[src/rtl/tlc_pkg.sv]
package tlc_pkg;
  localparam int LAMP_W  = 2;
  localparam int PHASE_W = 2;

  typedef logic [LAMP_W-1:0] lamp_t;

  localparam lamp_t LAMP_GREEN  = 2'b00;
  localparam lamp_t LAMP_YELLOW = 2'b01;
  localparam lamp_t LAMP_RED    = 2'b10;

  // Binary phase code: bit 1 says street B owns the crossing, bit 0 says the
  // owning street is in its yellow interval.
  typedef enum logic [PHASE_W-1:0] {
    ST_A_GO   = 2'b00,
    ST_A_WARN = 2'b01,
    ST_B_GO   = 2'b10,
    ST_B_WARN = 2'b11
  } phase_t;

  function automatic lamp_t a_lamp_of(phase_t s);
    return {s[1], ~s[1] & s[0]};
  endfunction

  function automatic lamp_t b_lamp_of(phase_t s);
    return {~s[1], s[1] & s[0]};
  endfunction
endpackage

[src/rtl/parade_mode_fsm.sv]
module parade_mode_fsm (
  input  logic clk,
  input  logic rst,
  input  logic parade_req,
  input  logic parade_end,
  output logic parade_on
);
  typedef enum logic {MODE_NORMAL = 1'b0, MODE_PARADE = 1'b1} mode_t;

  mode_t mode_q, mode_d;

  always_comb begin
    mode_d = mode_q;
    if (parade_end)      mode_d = MODE_NORMAL;
    else if (parade_req) mode_d = MODE_PARADE;
  end

  always_ff @(posedge clk) begin
    if (rst) mode_q <= MODE_NORMAL;
    else     mode_q <= mode_d;
  end

  assign parade_on = (mode_q == MODE_PARADE);

  AST_END_WINS: assert property (@(posedge clk) disable iff (rst)
    parade_end |=> !parade_on);
  AST_REQ_ENTERS: assert property (@(posedge clk) disable iff (rst)
    (parade_req && !parade_end) |=> parade_on);
  AST_MODE_HOLDS: assert property (@(posedge clk) disable iff (rst)
    (!parade_req && !parade_end) |=> $stable(parade_on));
endmodule

[src/rtl/light_seq_fsm.sv]
module light_seq_fsm
  import tlc_pkg::*;
(
  input  logic   clk,
  input  logic   rst,
  input  logic   sense_a,
  input  logic   sense_b,
  input  logic   hold_b,
  output phase_t phase_q,
  output phase_t phase_d
);
  always_comb begin
    unique case (phase_q)
      ST_A_GO:   phase_d = sense_a ? ST_A_GO : ST_A_WARN;
      ST_A_WARN: phase_d = ST_B_GO;
      ST_B_GO:   phase_d = (hold_b || sense_b) ? ST_B_GO : ST_B_WARN;
      ST_B_WARN: phase_d = ST_A_GO;
      default:   phase_d = ST_A_GO;
    endcase
  end

  always_ff @(posedge clk) begin
    if (rst) phase_q <= ST_A_GO;
    else     phase_q <= phase_d;
  end

  AST_PARADE_HOLD: assert property (@(posedge clk) disable iff (rst)
    (phase_q == ST_B_GO && hold_b) |=> phase_q == ST_B_GO);
  AST_A_WARN_ADV: assert property (@(posedge clk) disable iff (rst)
    (phase_q == ST_A_WARN) |=> phase_q == ST_B_GO);
  AST_B_WARN_ADV: assert property (@(posedge clk) disable iff (rst)
    (phase_q == ST_B_WARN) |=> phase_q == ST_A_GO);
endmodule

[src/rtl/lamp_decode.sv]
module lamp_decode
  import tlc_pkg::*;
(
  input  logic   clk,
  input  logic   rst,
  input  phase_t phase_d,
  output lamp_t  lamp_a_q,
  output lamp_t  lamp_b_q
);
  // The registers load the decode of the next phase, so the lamps change in
  // the same cycle as the phase register without any input-to-output path.
  always_ff @(posedge clk) begin
    if (rst) begin
      lamp_a_q <= a_lamp_of(ST_A_GO);
      lamp_b_q <= b_lamp_of(ST_A_GO);
    end else begin
      lamp_a_q <= a_lamp_of(phase_d);
      lamp_b_q <= b_lamp_of(phase_d);
    end
  end
endmodule

[src/rtl/traffic_parade_ctrl.sv]
module traffic_parade_ctrl
  import tlc_pkg::*;
(
  input  logic       clk,
  input  logic       rst,
  input  logic       sense_a,
  input  logic       sense_b,
  input  logic       parade_req,
  input  logic       parade_end,
  output logic [1:0] light_a,
  output logic [1:0] light_b
);
  logic   parade_on;
  phase_t phase_q, phase_d;
  lamp_t  lamp_a_q, lamp_b_q;

  parade_mode_fsm u_mode (
    .clk        (clk),
    .rst        (rst),
    .parade_req (parade_req),
    .parade_end (parade_end),
    .parade_on  (parade_on)
  );

  light_seq_fsm u_seq (
    .clk     (clk),
    .rst     (rst),
    .sense_a (sense_a),
    .sense_b (sense_b),
    .hold_b  (parade_on),
    .phase_q (phase_q),
    .phase_d (phase_d)
  );

  lamp_decode u_lamp (
    .clk      (clk),
    .rst      (rst),
    .phase_d  (phase_d),
    .lamp_a_q (lamp_a_q),
    .lamp_b_q (lamp_b_q)
  );

  assign light_a = lamp_a_q;
  assign light_b = lamp_b_q;

  AST_ONE_SIDE_RED: assert property (@(posedge clk) disable iff (rst)
    (light_a == LAMP_RED) || (light_b == LAMP_RED));
  AST_LEGAL_CODES: assert property (@(posedge clk) disable iff (rst)
    (light_a != 2'b11) && (light_b != 2'b11));
  AST_A_STAYS_GREEN: assert property (@(posedge clk) disable iff (rst)
    (light_a == LAMP_GREEN && sense_a) |=> light_a == LAMP_GREEN);
  AST_A_TO_YELLOW: assert property (@(posedge clk) disable iff (rst)
    (light_a == LAMP_GREEN && !sense_a) |=> light_a == LAMP_YELLOW);
endmodule

[config.mk]
export PLATFORM = sky130hd
export DESIGN_NAME = traffic_parade_ctrl
export DESIGN_NICKNAME = d
export VERILOG_FILES = /design/src/rtl/tlc_pkg.sv /design/src/rtl/parade_mode_fsm.sv /design/src/rtl/light_seq_fsm.sv /design/src/rtl/lamp_decode.sv /design/src/rtl/traffic_parade_ctrl.sv
export SDC_FILE = /design/constraint.sdc
export NUM_CORES = 1
export LEC_CHECK = 0
export ABC_CLOCK_PERIOD_IN_PS = 1400
export BUFFER_PORTS_ARGS = -buffer_cell sky130_fd_sc_hd__clkbuf_2
export CAP_MARGIN = 15
export CORE_AREA = 2 2 39 41
export CTS_CLUSTER_SIZE = 25
export DETAILED_ROUTE_END_ITERATION = 10
export DIE_AREA = 0 0 41 43
export PLACE_DENSITY_LB_ADDON = 0.1
export SKIP_CTS_REPAIR_TIMING = 1
export SYNTH_ARGS = -nofsm -noshare
export SYNTH_HDL_FRONTEND = slang
export SYNTH_HIERARCHICAL = 1
export SYNTH_SLANG_ARGS = --single-unit
[constraint.sdc]
create_clock -name clk -period 1.4 [get_ports clk]
set_input_delay 0.07 -clock clk [delete_from_list [all_inputs] [get_ports clk]]
set_output_delay 0.07 -clock clk [all_outputs]
set_load 0.02 [all_outputs]
Yosys cells after proc, flatten, opt, wreduce, memory -nomap -nowiden
Cells that the tools add are included.

Output and inout bits: 4. Register bits after elaboration: 7. Input port bits: 6.

Mux-type cells: 3. Bitwise gates (word level): 3. Equality and inequality tests: 3. Reduce and logical (&&, ||, !) cells: 3.

Operator list (count): $pmux 2 s4 (1); $eq 2x2->1 const B (2); $and 1x1->1 (2); $eq 2x1->1 const B (1); $logic_not 2->1 (1); $mux 1 (2); $reduce_or 2->1 (1); $logic_or 1x1->1 (1); $not 1->1 (1).

Longest topological paths before layout
Depth after elaboration: 5. Mapped depth: 5. Mapped depth without buffers: 5.

Modules after synthesis
The synthesis kept the hierarchy.

By module, submodules not included: lamp_decode (instances 1, sequential area each 80.1 um^2, cells an instance 8, area an instance 112.6 um^2); light_seq_fsm (instances 1, sequential area each 40.0 um^2, cells an instance 11, area an instance 107.6 um^2); parade_mode_fsm (instances 1, sequential area each 20.0 um^2, cells an instance 3, area an instance 33.8 um^2).

Worst setup path after synthesis
OpenSTA, ideal clock, no wires.

Kind: flip-flop to flip-flop. Start point: register u_seq.phase_q[0]. End point: register u_lamp.lamp_a_q[0]. Cell stages (with the launch flop): 6. Arrival time: 1.238 ns. Period minus slack after synthesis: 1.317 ns. Setup time: 0.080 ns. Data required time: 1.320 ns. Setup slack: 0.083 ns. Cells stage by stage: dfxtp_1 -> inv_1 -> ha_1 -> or4b_1 -> nand2_1 -> nor3b_1.

Elaborated cells on any way between the ends: 7.

RTL lines: start, declared (RTL line light_seq_fsm.sv:9) `output phase_t phase_q,`; start signal, assigned (RTL line light_seq_fsm.sv:24) `else phase_q <= phase_d;`; $eq 2x2->1 (tied with other cells) (RTL line light_seq_fsm.sv:13) `unique case (phase_q)`; $pmux 2 s4 * (RTL line light_seq_fsm.sv:13); net phase_d[0] (RTL line traffic_parade_ctrl.sv:14) `phase_t phase_q, phase_d;`; $and 1x1->1 * (RTL line tlc_pkg.sv:21) `return {s[1], ~s[1] & s[0]};`; end signal, assigned (RTL line lamp_decode.sv:14) `lamp_a_q <= a_lamp_of(ST_A_GO);`; end signal, assigned (RTL line lamp_decode.sv:17) `lamp_a_q <= a_lamp_of(phase_d);`; end, declared (RTL line lamp_decode.sv:7) `output lamp_t lamp_a_q,`.

Mark *: on every way through the listed nets, which the timed path passes. The rest lies on a longest branch. A chain may end at the register's enable or synchronous reset.

Final worst setup path
Start point: register u_seq.phase_q[0]. End point: register u_seq.phase_q[0].

Longest elaborated chain between the ends: 2. Elaborated cells on any way between the ends: 5.

RTL lines (RTL line): $eq 2x2->1 (tied with other cells) (light_seq_fsm.sv:13); $pmux 2 s4 * (light_seq_fsm.sv:13).

Every way passes the cells marked *; elsewhere a longest branch is shown, timed or not.

==> flow_summary.rst <==
.. list-table::
   :header-rows: 1

   * - Metric
     - Value
   * - VDD IR-drop max
     - 312 uV
   * - Max_slew headroom
     - 0.897
   * - Async SR Flop Fraction
     - 0
   * - Horiz. Die Dim
     - 41 um
   * - Mapped Nets
     - 30
   * - Category of the most critical setup path
     - reg -> reg
   * - Area occupied by multi-input gates
     - 118 sq um
   * - Most frequent cells after synthesis
     - sky130_fd_sc_hd__dfxtp_1, sky130_fd_sc_hd__ha_1, sky130_fd_sc_hd__inv_1, sky130_fd_sc_hd__nand2b_1
   * - Primary flip-flop cell chosen by synthesis mapping
     - sky130_fd_sc_hd__dfxtp_1
   * - Antenna violations before repair
     - 0
   * - Top routing layer in use
     - met3
   * - Library cell with the highest instance count after synthesis
     - sky130_fd_sc_hd__dfxtp_1
   * - Via density
     - 3.66
   * - Worst flop-to-flop path startpoint
     - u_seq/phase_q[0]
   * - Max capacitance violation total
     - 0
   * - Relative contribution of the clock network to total power
     - 0.364
   * - Total Routing Usage GR
     - 0.0644
   * - Largest area contributor in the synthesized netlist
     - sky130_fd_sc_hd__dfxtp_1
   * - Mux share of post-synthesis cell area
     - 0
   * - Post-route antenna net violation count
     - 0
   * - Cells along the critical path
     - inv_1 > ha_2 > or4b_4 > buf_4 > a21oi_2
   * - Synthesized-area fraction occupied by xor and xnor cells
     - 0
   * - Total number of vias
     - 194
   * - Area growth syn-to-layout
     - 47.8%
   * - Critical Path Sink Type
     - flip-flop
   * - Status
     - finished clean
   * - Net switching component of the power
     - 117 uW
   * - Area enclosed by the die boundary
     - 0.00176 sq mm
   * - Critical-path cell with the highest stage delay
     - sky130_fd_sc_hd__or4b_4
   * - Largest stage delay, worst path
     - 0.48 ns
   * - Number of sinks handled by clock tree synthesis
     - 7
   * - Power density of the placed cells
     - 1290 mW/mm^2
   * - Final worst clock skew
     - 0.00143 ns
   * - Final setup fails
     - 0
   * - Setup crit end
     - u_seq/phase_q[0]
   * - Data required time of the critical path
     - 1.58 ns
   * - Final net count
     - 46
   * - Unrepaired setup endpoints after global routing
     - no
   * - Clock transition at the registers of the reported paths
     - 0.05 ns
   * - Compound-Gate Fraction of Synth Area
     - 0.0345
   * - Number of buffers inserted by port buffering
     - 9
   * - Crit-path max FO
     - 2
   * - Total placed cells including tap cells
     - 48
   * - Number of standard cells in the layout, taps in and fillers out
     - 53
   * - Area of the core region
     - 0.00138 sq mm
   * - Source-to-sink clock delay at the later pin of the worst-skew pair
     - 0.24 ns
   * - Pin count of the biggest net entering global routing
     - 8
   * - Hold Path Class
     - in -> reg
   * - Final wirelength
     - 464 um
   * - Site Rows
     - 14
   * - Fraction of the mapped netlist area in simple logic gates
     - 0.286
   * - Initial Util
     - 0.184
   * - Count of mapped cells out of synthesis
     - 22
   * - Share of the synthesized area in the top cell type
     - 0.552
   * - Placed wire-length estimate
     - 334 um
   * - CP startpoint kind
     - flip-flop
   * - P_leak
     - 0.172 nW
   * - Final worst-path cycle share
     - 0.941
   * - Average routed wire per standard cell
     - 8.75 um
   * - Start point of the critical path
     - u_seq/phase_q[0]
   * - Internal Dissipation
     - 366 uW
   * - Final worst path period need
     - 1.32 ns
   * - Sequential area share after synthesis
     - 0.552
   * - DRC errors left
     - 0
   * - Count of flip-flops with a built-in enable after synthesis
     - 0
   * - Syn. warnings
     - 6
   * - Clock tree from TritonCTS
     - yes
   * - Storage element area
     - 141 sq um
   * - Number of DRC markers after the initial detailed-route iteration
     - 3
   * - Clock buffer depth
     - 2
   * - Max Slew Vio Count
     - 0
   * - Endpoint of the worst-slack reg-to-reg timing path
     - u_seq/phase_q[0]
   * - Combinational family with the most area after synthesis
     - simple AND/OR/NAND/NOR gates
   * - Overflow left after global routing
     - 0
   * - Number of hold-slack violations in the final timing report
     - 0
   * - Proportion of power drawn by flip-flops and latches
     - 0.464
   * - Overall power after layout
     - 482 uW
   * - Number of cells on the worst reg-to-reg path
     - 5
   * - Count of distinct cell types in the synthesized netlist
     - 13
   * - Cell Area, Synth
     - 254 sq um
   * - H-tree levels
     - 1
   * - Sum of met2 wire segment lengths after detailed routing
     - 221 um
   * - Switching part of the total power
     - 0.242
   * - Worst-Margin Slew
     - 0.154 ns
   * - Post-Synth Adder-Cell Area
     - 0.0985
   * - DRT Pass-1 Iters
     - 2
   * - Worst slack on hold paths
     - 0.0638 ns
   * - Part of the power in combinational logic
     - 0.172
   * - TritonCTS Buffers
     - 3
   * - Leading cell types by total area after synthesis
     - sky130_fd_sc_hd__dfxtp_1, sky130_fd_sc_hd__ha_1, sky130_fd_sc_hd__nand2b_1
   * - Met1 Routed Length
     - 191 um
   * - Number of top-level pins
     - 10
   * - GP Congestion
     - 0.573
   * - Setup slack, reg-to-reg
     - 0.08 ns
   * - Critical path arrival
     - 1.50 ns
   * - Per-instance average area after synthesis
     - 11.5 sq um
   * - Detailed-routed wire length on met3
     - 50 um
   * - Fraction of layout cells with a size suffix above 1
     - 0.568
   * - Diode count
     - 0
   * - Die height
     - 43 um
   * - Cell chosen for the clock root
     - sky130_fd_sc_hd__clkbuf_4
   * - Fillcell total
     - 162
   * - First-pass GRT wire length
     - 690 um
   * - Number of synthesized register bits
     - 7
   * - Vias in the first global route
     - 178
   * - Maximum clock rate
     - 759 MHz
-- worst max-delay path, delay by kind of cell (launching register included) --
family,cells,cell delay [ns]
AOI/OAI and AO/OA,1,0.09
and+or+nand+nor,1,0.48
buffers and inverters,2,0.20
adders and majority gates,1,0.18
DFF,1,0.30
-- how the worst min path moves through the flow --
stage,from,end,slack (ns),depth (start not counted)
final,parade_req,u_mode/parade_on,0.06,3
after detailed placement,parade_end,u_mode/parade_on,0.24,2
after global placement,parade_end,u_mode/parade_on,0.24,2
after floorplan,rst,u_seq/phase_q[0],0.13,1
after CTS,parade_end,u_mode/parade_on,-0.02,2
after global routing,parade_req,u_mode/parade_on,0.09,3
-- flip-flops by register name, summed over array words and instances (netlist names) --
name,count
u_lamp/lamp_a_q,2
u_lamp/lamp_b_q,2
u_seq/phase_q,2
u_mode/parade_on,1
-- power by group through the flow --
stage                     clock (mW)  combinational, mW  sequential [mW]
final                          0.175             0.0831            0.224
after global routing           0.201             0.0938            0.225
after CTS                      0.189             0.0759            0.223
after detailed placement           0             0.0756            0.228
after global placement             0             0.0745            0.227
after floorplan                    0             0.0339            0.241
-- layer usage --
| layer | global-route usage | up-vias |
|---|---|---|
| met5 | 0 | - |
| met4 | 0.0600 | 0 |
| met3 | 0.0471 | 0 |
| met2 | 0.0781 | 8 |
| met1 | 0.0680 | 83 |
| li1 | - | 103 |
-- final cells by class --
cell class,instances,area share
Sequential cell,7,0.377
Multi-Input combinational cell,13,0.313
Timing Repair Buffer,11,0.167
Clock buffer,4,0.0700
Tap cell,16,0.0533
Inverter,2,0.0200
-- kinds of logic (layout without fill, tap and decap cells) --
family / after synthesis / in the layout
flip-flops: 7 / 7
buffers and inverters: 2 / 17
adder cells (fa/ha/maj): 2 / 2
AND/OR/NAND/NOR: 10 / 10
AO/OA/AOI/OAI: 1 / 1
-- stage by stage --
stage               setup slack (ns)  setup TNS, ns  instance area, sq um   util
finish                        0.0830              0                   375  0.271
global route                  0.0141              0                   375  0.271
CTS                         -0.00132       -0.00132                   353  0.255
detailed placement            0.0183              0                   327  0.236
global placement              0.0431              0                   327  0.236
floorplan                     0.0826              0                   254      -
-- cell usage in the layout (no fill, tap or decap), drive strengths merged, types with 2 or more instances in the layout --
cell type	Yosys	final
inv	2	2
ha	2	2
clkbuf	0	13
dfxtp	7	7
nand2b	2	2
No activity file was read; power rests on OpenSTA's default activity.
